**src/rtl/prom_seq_pkg.sv**
```systemverilog
package prom_seq_pkg;

    localparam int DATA_W = 8;

    typedef enum logic [3:0] {
        ST_IDLE,
        ST_DROP,
        ST_LOAD,
        ST_SETUP,
        ST_PULSE,
        ST_HOLD,
        ST_RECOVER,
        ST_RESTORE,
        ST_SAMPLE,
        ST_DONE,
        ST_FAIL
    } seq_state_e;

    typedef enum logic {
        PH_ATTEMPT,
        PH_OVER
    } seq_phase_e;

    typedef struct packed {
        seq_state_e          state;
        seq_phase_e          phase;
        logic [DATA_W-1:0]   target;
        logic [DATA_W-1:0]   latch_data;
        logic                supply;
        logic                pulse;
        logic                rd;
        logic                cs;
        logic                ld;
        logic                done;
        logic                fail;
    } seq_regs_t;

endpackage

```
**src/rtl/prom_seq_timer.sv**
```systemverilog
module prom_seq_timer #(
    parameter int TMR_W = 8
) (
    input  logic             clk,
    input  logic             rst_n,
    input  logic             load_i,
    input  logic [TMR_W-1:0] value_i,
    output logic             expired_o
);

    logic [TMR_W-1:0] cnt_d, cnt_q;

    always_comb begin
        cnt_d = cnt_q;
        if (load_i) begin
            cnt_d = value_i;
        end else if (cnt_q != '0) begin
            cnt_d = cnt_q - 1'b1;
        end
    end

    always_ff @(posedge clk or negedge rst_n) begin
        if (!rst_n) begin
            cnt_q <= '0;
        end else begin
            cnt_q <= cnt_d;
        end
    end

    assign expired_o = (cnt_q == '0);

endmodule

```
**src/rtl/prom_seq_count.sv**
```systemverilog
module prom_seq_count #(
    parameter int CNT_W  = 8,
    parameter int OVER_W = 16
) (
    input  logic              clk,
    input  logic              rst_n,
    input  logic              clear_i,
    input  logic              inc_i,
    input  logic              arm_i,
    input  logic              dec_i,
    output logic [CNT_W-1:0]  attempts_o,
    output logic [OVER_W-1:0] remaining_o
);

    logic [CNT_W-1:0]  att_d, att_q;
    logic [OVER_W-1:0] rem_d, rem_q;
    logic [OVER_W-1:0] att_ext;

    always_comb begin
        att_d   = att_q + CNT_W'(inc_i);
        att_ext = OVER_W'(att_d);
        rem_d   = rem_q;
        if (arm_i) begin
            rem_d = (att_ext << 2) + att_ext;
        end else if (dec_i && rem_q != '0) begin
            rem_d = rem_q - 1'b1;
        end
        if (clear_i) begin
            att_d = '0;
            rem_d = '0;
        end
    end

    always_ff @(posedge clk or negedge rst_n) begin
        if (!rst_n) begin
            att_q <= '0;
            rem_q <= '0;
        end else begin
            att_q <= att_d;
            rem_q <= rem_d;
        end
    end

    assign attempts_o  = att_q;
    assign remaining_o = rem_q;

endmodule

```
**src/rtl/prom_pulse_seq.sv**
```systemverilog
module prom_pulse_seq
    import prom_seq_pkg::*;
#(
    parameter int T_SETUP   = 4000,
    parameter int T_PULSE   = 8000,
    parameter int T_HOLD    = 800,
    parameter int T_RECOVER = 800,
    parameter int MAX_TRIES = 254,
    parameter int OVER_W    = 16
) (
    input  logic                 clk,
    input  logic                 rst_n,
    input  logic                 start_i,
    input  logic [DATA_W-1:0]    target_i,
    input  logic [DATA_W-1:0]    prom_data_i,
    output logic                 supply_en_o,
    output logic                 pulse_o,
    output logic                 read_mode_o,
    output logic                 chip_sel_o,
    output logic                 latch_load_o,
    output logic [DATA_W-1:0]    latch_data_o,
    output logic                 done_o,
    output logic                 fail_o,
    output logic [$clog2(MAX_TRIES+1)-1:0] pulses_o
);

    localparam int CNT_W   = $clog2(MAX_TRIES + 1);
    localparam int MAX_AB  = (T_SETUP > T_PULSE) ? T_SETUP : T_PULSE;
    localparam int MAX_CD  = (T_HOLD > T_RECOVER) ? T_HOLD : T_RECOVER;
    localparam int DLY_MAX = (MAX_AB > MAX_CD) ? MAX_AB : MAX_CD;
    localparam int TMR_W   = $clog2(DLY_MAX + 1);

    seq_regs_t          d, q;
    logic               tmr_load;
    logic [TMR_W-1:0]   tmr_val;
    logic               tmr_expired;
    logic               cnt_clear, cnt_inc, cnt_arm, cnt_dec;
    logic [CNT_W-1:0]   attempts;
    logic [OVER_W-1:0]  remaining;
    logic               readback_ok;
    logic               cap_reached;
    logic               last_extra;

    prom_seq_timer #(.TMR_W(TMR_W)) u_timer (
        .clk       (clk),
        .rst_n     (rst_n),
        .load_i    (tmr_load),
        .value_i   (tmr_val),
        .expired_o (tmr_expired)
    );

    prom_seq_count #(.CNT_W(CNT_W), .OVER_W(OVER_W)) u_count (
        .clk         (clk),
        .rst_n       (rst_n),
        .clear_i     (cnt_clear),
        .inc_i       (cnt_inc),
        .arm_i       (cnt_arm),
        .dec_i       (cnt_dec),
        .attempts_o  (attempts),
        .remaining_o (remaining)
    );

    assign readback_ok = (prom_data_i == q.target);
    assign cap_reached = (attempts == CNT_W'(MAX_TRIES - 1));
    assign last_extra  = (remaining == OVER_W'(1));

    always_comb begin
        d         = q;
        d.ld      = 1'b0;
        tmr_load  = 1'b0;
        tmr_val   = '0;
        cnt_clear = 1'b0;
        cnt_inc   = 1'b0;
        cnt_arm   = 1'b0;
        cnt_dec   = 1'b0;

        unique case (q.state)
            ST_IDLE, ST_DONE, ST_FAIL: begin
                if (start_i) begin
                    d.state  = ST_DROP;
                    d.phase  = PH_ATTEMPT;
                    d.target = target_i;
                    d.done   = 1'b0;
                    d.fail   = 1'b0;
                    d.rd     = 1'b0;
                    d.cs     = 1'b0;
                    cnt_clear = 1'b1;
                end
            end
            ST_DROP: begin
                d.state      = ST_LOAD;
                d.ld         = 1'b1;
                d.latch_data = q.target;
            end
            ST_LOAD: begin
                d.state  = ST_SETUP;
                d.supply = 1'b1;
                tmr_load = 1'b1;
                tmr_val  = TMR_W'(T_SETUP - 1);
            end
            ST_SETUP: begin
                if (tmr_expired) begin
                    d.state  = ST_PULSE;
                    d.pulse  = 1'b1;
                    tmr_load = 1'b1;
                    tmr_val  = TMR_W'(T_PULSE - 1);
                end
            end
            ST_PULSE: begin
                if (tmr_expired) begin
                    d.state  = ST_HOLD;
                    d.pulse  = 1'b0;
                    tmr_load = 1'b1;
                    tmr_val  = TMR_W'(T_HOLD - 1);
                end
            end
            ST_HOLD: begin
                if (tmr_expired) begin
                    d.state  = ST_RECOVER;
                    d.supply = 1'b0;
                    tmr_load = 1'b1;
                    tmr_val  = TMR_W'(T_RECOVER - 1);
                end
            end
            ST_RECOVER: begin
                if (tmr_expired) begin
                    d.state      = ST_RESTORE;
                    d.rd         = 1'b1;
                    d.cs         = 1'b1;
                    d.ld         = 1'b1;
                    d.latch_data = '0;
                end
            end
            ST_RESTORE: begin
                d.state = ST_SAMPLE;
            end
            ST_SAMPLE: begin
                d.rd = 1'b0;
                d.cs = 1'b0;
                if (q.phase == PH_ATTEMPT) begin
                    cnt_inc = 1'b1;
                    if (readback_ok) begin
                        cnt_arm = 1'b1;
                        d.phase = PH_OVER;
                        d.state = ST_DROP;
                    end else if (cap_reached) begin
                        d.state = ST_FAIL;
                        d.fail  = 1'b1;
                    end else begin
                        d.state = ST_DROP;
                    end
                end else begin
                    if (last_extra) begin
                        d.state = ST_DONE;
                        d.done  = 1'b1;
                    end else begin
                        cnt_dec = 1'b1;
                        d.state = ST_DROP;
                    end
                end
            end
            default: begin
                d.state = ST_IDLE;
            end
        endcase
    end

    always_ff @(posedge clk or negedge rst_n) begin
        if (!rst_n) begin
            q <= '{state: ST_IDLE, phase: PH_ATTEMPT, target: '0,
                   latch_data: '0, supply: 1'b0, pulse: 1'b0, rd: 1'b0,
                   cs: 1'b0, ld: 1'b0, done: 1'b0, fail: 1'b0};
        end else begin
            q <= d;
        end
    end

    assign supply_en_o  = q.supply;
    assign pulse_o      = q.pulse;
    assign read_mode_o  = q.rd;
    assign chip_sel_o   = q.cs;
    assign latch_load_o = q.ld;
    assign latch_data_o = q.latch_data;
    assign done_o       = q.done;
    assign fail_o       = q.fail;
    assign pulses_o     = attempts;

endmodule

```
**config.mk**
```make
export PLATFORM = sky130hd
export DESIGN_NAME = prom_pulse_seq
export DESIGN_NICKNAME = d
export VERILOG_FILES = /design/src/rtl/prom_seq_pkg.sv /design/src/rtl/prom_seq_timer.sv /design/src/rtl/prom_seq_count.sv /design/src/rtl/prom_pulse_seq.sv
export SDC_FILE = /design/constraint.sdc
export NUM_CORES = 1
export LEC_CHECK = 0
export ABC_CLOCK_PERIOD_IN_PS = 4270
export BUFFER_PORTS_ARGS = -buffer_cell sky130_fd_sc_hd__buf_2
export CAP_MARGIN = 20
export CORE_MARGIN = 10
export CORE_UTILIZATION = 55
export CTS_BUF_LIST = sky130_fd_sc_hd__clkbuf_4
export DETAILED_ROUTE_END_ITERATION = 6
export PLACE_DENSITY = 0.75
export SETUP_SLACK_MARGIN = 0.02
export SLEW_MARGIN = 10
export SYNTH_ARGS = -nofsm -noshare
export SYNTH_HDL_FRONTEND = slang
export SYNTH_SLANG_ARGS = --single-unit
```
**constraint.sdc**
```tcl
create_clock -name clk -period 4.27 [get_ports clk]
set_input_delay 0.427 -clock clk [delete_from_list [all_inputs] [get_ports clk]]
set_output_delay 0.427 -clock clk [all_outputs]
set_load 0.1 [all_outputs]
```
After elaboration in Yosys (flattened, before gate mapping)
Index checks and enable logic that the tools add are counted.
{"block": "classes", "n_eq_ne": 23, "reduce_logical": 24, "n_mux": 49, "addsub": 4}
{"op": "13-bit 2-to-1 mux", "n": 4}
{"op": "16-bit 2-to-1 mux", "n": 3}
{"op": "13-bit one-hot mux with 3 select lines", "n": 1}
{"op": "4-bit one-hot mux with 9 select lines", "n": 1}
{"op": "4-bit 2-to-1 mux", "n": 8}
{"op": "2-bit inequality test, second input constant", "n": 10}
{"op": "1-bit 2-to-1 mux", "n": 19}
{"op": "16-bit by 1-bit equality test with 1-bit output, second input constant", "n": 1}
{"op": "4-bit by 3-bit equality test with 1-bit output, second input constant", "n": 4}
{"op": "8-bit 2-to-1 mux", "n": 2}
{"op": "8-bit one-hot mux with 2 select lines", "n": 1}
{"op": "16-bit nonzero test", "n": 1}
{"op": "16-bit by 1-bit subtractor with 16-bit output, second input constant", "n": 1}
{"op": "13-bit zero test", "n": 1}
{"op": "13-bit nonzero test", "n": 1}
{"op": "13-bit by 1-bit subtractor with 13-bit output, second input constant", "n": 1}
{"op": "4-bit equality test, second input constant", "n": 3}
{"op": "10-bit by 8-bit adder with 11-bit output", "n": 1}
{"op": "10-bit 2-to-1 mux", "n": 1}
{"op": "1-bit one-hot mux with 2 select lines", "n": 5}
{"op": "5-bit AND reduction", "n": 2}
{"op": "2-bit nonzero test", "n": 5}
{"op": "8-bit by 1-bit adder with 8-bit output", "n": 1}
{"op": "4-bit by 2-bit equality test with 1-bit output, second input constant", "n": 2}
{"op": "other kinds (15)", "n": 21}
{"block": "totals", "elab_cells": 114, "ff_bits": 65}

Longest topological paths before layout
{"block": "depth", "depth_word": 8, "depth_mapped": 15}

Cells and area by module
A second synthesis with hierarchy kept.
{"block": "unflattened", "cells_unflattened": 454, "area_unflattened_um2": 4167.7}
{"mod": "prom_seq_count", "cells_each": 195, "area_per_inst_um2": 1732.9, "instances": 1}
{"mod": "prom_pulse_seq", "cells_each": 177, "area_per_inst_um2": 1667.8, "instances": 1}
{"mod": "prom_seq_timer", "cells_each": 82, "area_per_inst_um2": 767.0, "instances": 1}

Worst setup path before layout
No wires, ideal clock.
{"block": "synth_path", "kind": "reg-to-reg", "start": "register q[25] (netlist bit)", "end": "register u_count.rem_q[9] (netlist: u_count.remaining_o[9])", "arrival_time_ns": 3.182, "slack_ns": 1.019, "path_stages_with_launch": 14, "required_ns": 4.201, "setup_time_ns": 0.069, "path_cell_list": "dfrtp_1 -> or4b_1 -> nor2_1 -> ha_1 -> nand3_1 -> xor2_1 -> inv_1 -> ha_1 -> a21oi_1 -> o2111ai_1 -> nand4_1 -> o21ai_1 -> a2111o_1 -> nand3_1"}
{"block": "synth_via", "elab_chain_cells": 6}
{"element": "start: declaration", "line": "prom_pulse_seq.sv:33", "text": "seq_regs_t d, q;"}
{"element": "start signal: assignment", "line": "prom_pulse_seq.sv:170", "text": "q <= '{state: ST_IDLE, phase: PH_ATTEMPT, target: '0,"}
{"element": "4-bit equality test", "line": "prom_pulse_seq.sv:77", "text": "unique case (q.state)"}
{"element": "1-bit 2-to-1 mux", "line": "prom_pulse_seq.sv:77"}
{"element": "8-bit by 1-bit adder with 8-bit output", "line": "prom_seq_count.sv:20", "text": "att_d = att_q + CNT_W'(inc_i);"}
{"element": "10-bit by 8-bit adder with 11-bit output", "line": "prom_seq_count.sv:24", "text": "rem_d = (att_ext << 2) + att_ext;"}
{"element": "16-bit 2-to-1 mux", "line": "prom_seq_count.sv:23", "text": "if (arm_i) begin"}
{"element": "16-bit 2-to-1 mux", "line": "prom_seq_count.sv:28", "text": "if (clear_i) begin"}
{"element": "end signal: assignment", "line": "prom_seq_count.sv:40", "text": "rem_q <= rem_d;"}
{"element": "end: declaration", "line": "prom_seq_count.sv:16", "text": "logic [OVER_W-1:0] rem_d, rem_q;"}
Several ways; a longest one is shown, not always the timed one.
A chain may end at the register's enable or synchronous reset.

Worst setup path after layout
{"block": "layout_path", "start": "register q[25] (netlist bit)", "end": "register u_count.rem_q[8] (netlist: u_count.remaining_o[8])"}
Same word-level chain as after synthesis.

==> results.ini <==
[global_routing]
grtUsageTotal=0.177
grt_overflow_total=0
grt_pass1_wl_mm=16.7
antenna_found_initial=0
grt_max_degree=37
grt_pass1_vias=3404

[setup_path]
crit_arrival_ns=4.25
worst-path-max-fanout=13
crit_type=register to register
worstSetupStartpointType=register
critical_path_required_ns=4.63
cp-end-kind=register

[floorplanning]
start_util=0.569
fp.dieW_um=107
core-area_um2=7290
die_height_um=107
num_rows=31
io_pins=42
dieArea_um2=11400

[synth]
avgSynthCellArea_um2=9.24
yosysUniqueCellTypes=72
syn_area_um2=4150
synth_flop_cell=dfrtp_1
synth-seq-cells=64
synth_warnings=0
synthCells=449
synth.net_count=479
yosysSeqAreaShare=0.386
synth_edf_count=0
async_reset_ff_frac=1.00

[place]
dp_hpwl_mm=7.05
port_buffers=41
routabilityCongestion=0.929

[power_and_ir_drop]
combPwrFrac=0.440
internal_power_uw=1280
peakVddDrop_mv=0.223
p_total_uw=2410
leakagePower_uw=0.00201
p_sw_uw=1120
clkPwrFrac=0.195
swShare=0.467
seqPwrFrac=0.365
power_density_nw_per_um2=533

[sta]
skew_ns=0.0104
rsz0062_at_grt=no
fmax_mhz=257
maxSlewViolCount=0
tightest_slew_ns=0.910
post-route-min-period_ns=3.89
period_share=0.912
setup-violations-final=0
hold_viol=0
tns_ns=0
slew_headroom=0.388

[cts]
clockBufferDepth=2
cts_tree=built
path_clk_slew_ns=0.11
htree_levels=3
ctsResizeCount=0
post_cts_buffers=0
cts_buffers=9
cts_num_sinks=64
cts_hold_buf=0
root_buffer=clkbuf_4
clk_latency_ns=0.41

[final_layout]
finalNetCount=506
syn2layout_area_growth_pct=8.90
drive_gt1_frac=0.183
n_antenna_cell=0

[status]
status=completed

[run]
drv_cap=0

[route]
wirelength_mm=9.67
drc=0
wire_per_inst_um=16.7
drtIter0Drc=172
final_antenna_net_count=0
via_per_inst=5.95
via_count=3453
drt-pass1-iter-count=5

[worst_hold_path]
hp-class=primary input to async pin

[sequential cells by signal (all words and copies together) (netlist names)]
| register | cells |
|---|---|
| u_count.remaining_o | 16 |
| q | 13 |
| u_timer.cnt_q | 13 |
| latch_data_o | 8 |
| u_count.attempts_o | 8 |
| done_o | 1 |
| fail_o | 1 |
| latch_load_o | 1 |
| pulse_o | 1 |
| read_mode_o | 1 |
| supply_en_o | 1 |
[kinds of logic after synthesis]
family	count (synthesis)	share of synthesized area
DFF	64	0.386
xor gates and xnor gates	43	0.0908
adders and majority gates	12	0.0374
and+or+nand+nor	178	0.248
AOI/OAI and AO/OA	93	0.155
muxes	9	0.0241
buffers and inverters	50	0.0585
[final cells by class]
cell class / count / area (um^2)
timing repair buffer: 48 / 258
multi-input combinational: 335 / 2310
clock buffer: 10 / 75.1
clock inverter: 6 / 83.8
sequential: 64 / 1600
tap: 99 / 124
fill: 648 / 2780
inverter: 18 / 67.6
[per-stage QoR]
stage	std cells	instance area, um^2	util	hold WS (ns)	setup slack, ns
after floorplan	449	4150	-	0.131	1.02
after global placement	564	4360	0.598	0.484	0.647
after detailed placement	564	4360	0.598	0.485	0.460
after CTS	580	4520	0.619	0.0387	0.406
after global routing	580	4520	0.619	0.0539	0.120
final	580	4520	0.619	0.0442	0.376
[metal layers]
layer,GRT usage,vias up,share of wire
met3,0.0497,14,0.058
met5,0,-,0
met1,0.219,1671,0.44
met4,0.0542,0,0.014
met2,0.294,98,0.49
li1,-,1670,-
[final timing paths]
check | depth (start not counted) | end | slack, ns | from
max | 14 | u_count.remaining_o[8] | 0.38 | q[25]
min | 1 | u_timer.cnt_q[8] | 0.04 | rst_n
max reg2reg | 14 | u_count.remaining_o[8] | 0.38 | q[25]
min reg2reg | 1 | latch_data_o[7] | 0.51 | latch_data_o[7]
max in group asynchronous | 2 | q[21] | 3.30 | rst_n
min in group clk | 2 | q[16] | 0.24 | target_i[1]
[cell usage in the layout (no fill, tap or decap), types with 3 or more instances in the layout]
cell type   n
a211oi_1    6
a21o_1      4
a21oi_1    21
a22o_1      9
a31oi_1     4
and2_1      4
buf_2      41
buf_4       7
clkbuf_4   10
dfrtp_1    64
ha_1       10
inv_1      17
mux2_2      8
nand2_1    31
nand2b_1    5
nand3_1    13
nand3b_1    5
nand4_1    10
nand4b_1    3
nor2_1     39
nor2b_1     7
nor3_1     13
nor4_1     12
nor4_4      3
o211ai_1    6
o21ai_0    11
o22ai_1     7
o31ai_1     3
or3_1      12
xnor2_1    21
xor2_1     22
[power groups by stage]
stage	clock, uW	combinational [uW]	sequential (uW)
floorplan	0	816	979
global placement	0	1040	886
detailed placement	0	1060	893
CTS	482	1060	880
global route	513	1140	903
finish	469	1060	880
[synth_stat cells, types with 2 or more instances]
library cell  number  area share
inv_1             17       0.015
nor4_1            12       0.018
o31ai_1            3      0.0054
nor2b_1            7       0.011
a211oi_1           6       0.011
dfrtp_1           64        0.39
nand3_1           13       0.016
nand3b_1           5      0.0091
nand4_1           10       0.015
and3b_1            2      0.0042
or4_1              2      0.0036
and2_1             4      0.0060
and4_1             2      0.0042
a21o_1             4      0.0072
nand4b_1           3      0.0063
mux2_2             8       0.022
buf_2             11       0.013
o211ai_1           6       0.011
a311oi_1           2      0.0042
buf_4              9       0.016
a31oi_1            4      0.0060
o22ai_1            7       0.011
xor2_1            22       0.046
or2_2              2      0.0030
a21oi_1           22       0.027
nand2_1           31       0.028
o21ai_0           11       0.013
o32a_1             2      0.0048
ha_1              10       0.030
nor2_1            39       0.035
nand2b_1           5      0.0075
xnor2_1           21       0.044
a22oi_1            2      0.0036
clkbuf_1           9      0.0081
a22o_1             9       0.019
or3_1             12       0.018
nor3_1            13       0.016
nor4_4             3       0.015
buf_1              2      0.0018
[worst max-delay path, stage by stage (launching register included)]
cell	delay, ns
dfrtp_1	0.55
or4b_1	0.64
nor2_1	0.24
ha_1	0.40
a21boi_0	0.21
or2_2	0.34
ha_1	0.21
inv_1	0.07
fa_1	0.19
inv_1	0.08
o221ai_1	0.18
nand4b_1	0.23
nor4_1	0.31
a31oi_1	0.08
nand3b_1	0.11
No activity file was read; power rests on OpenSTA's default activity.
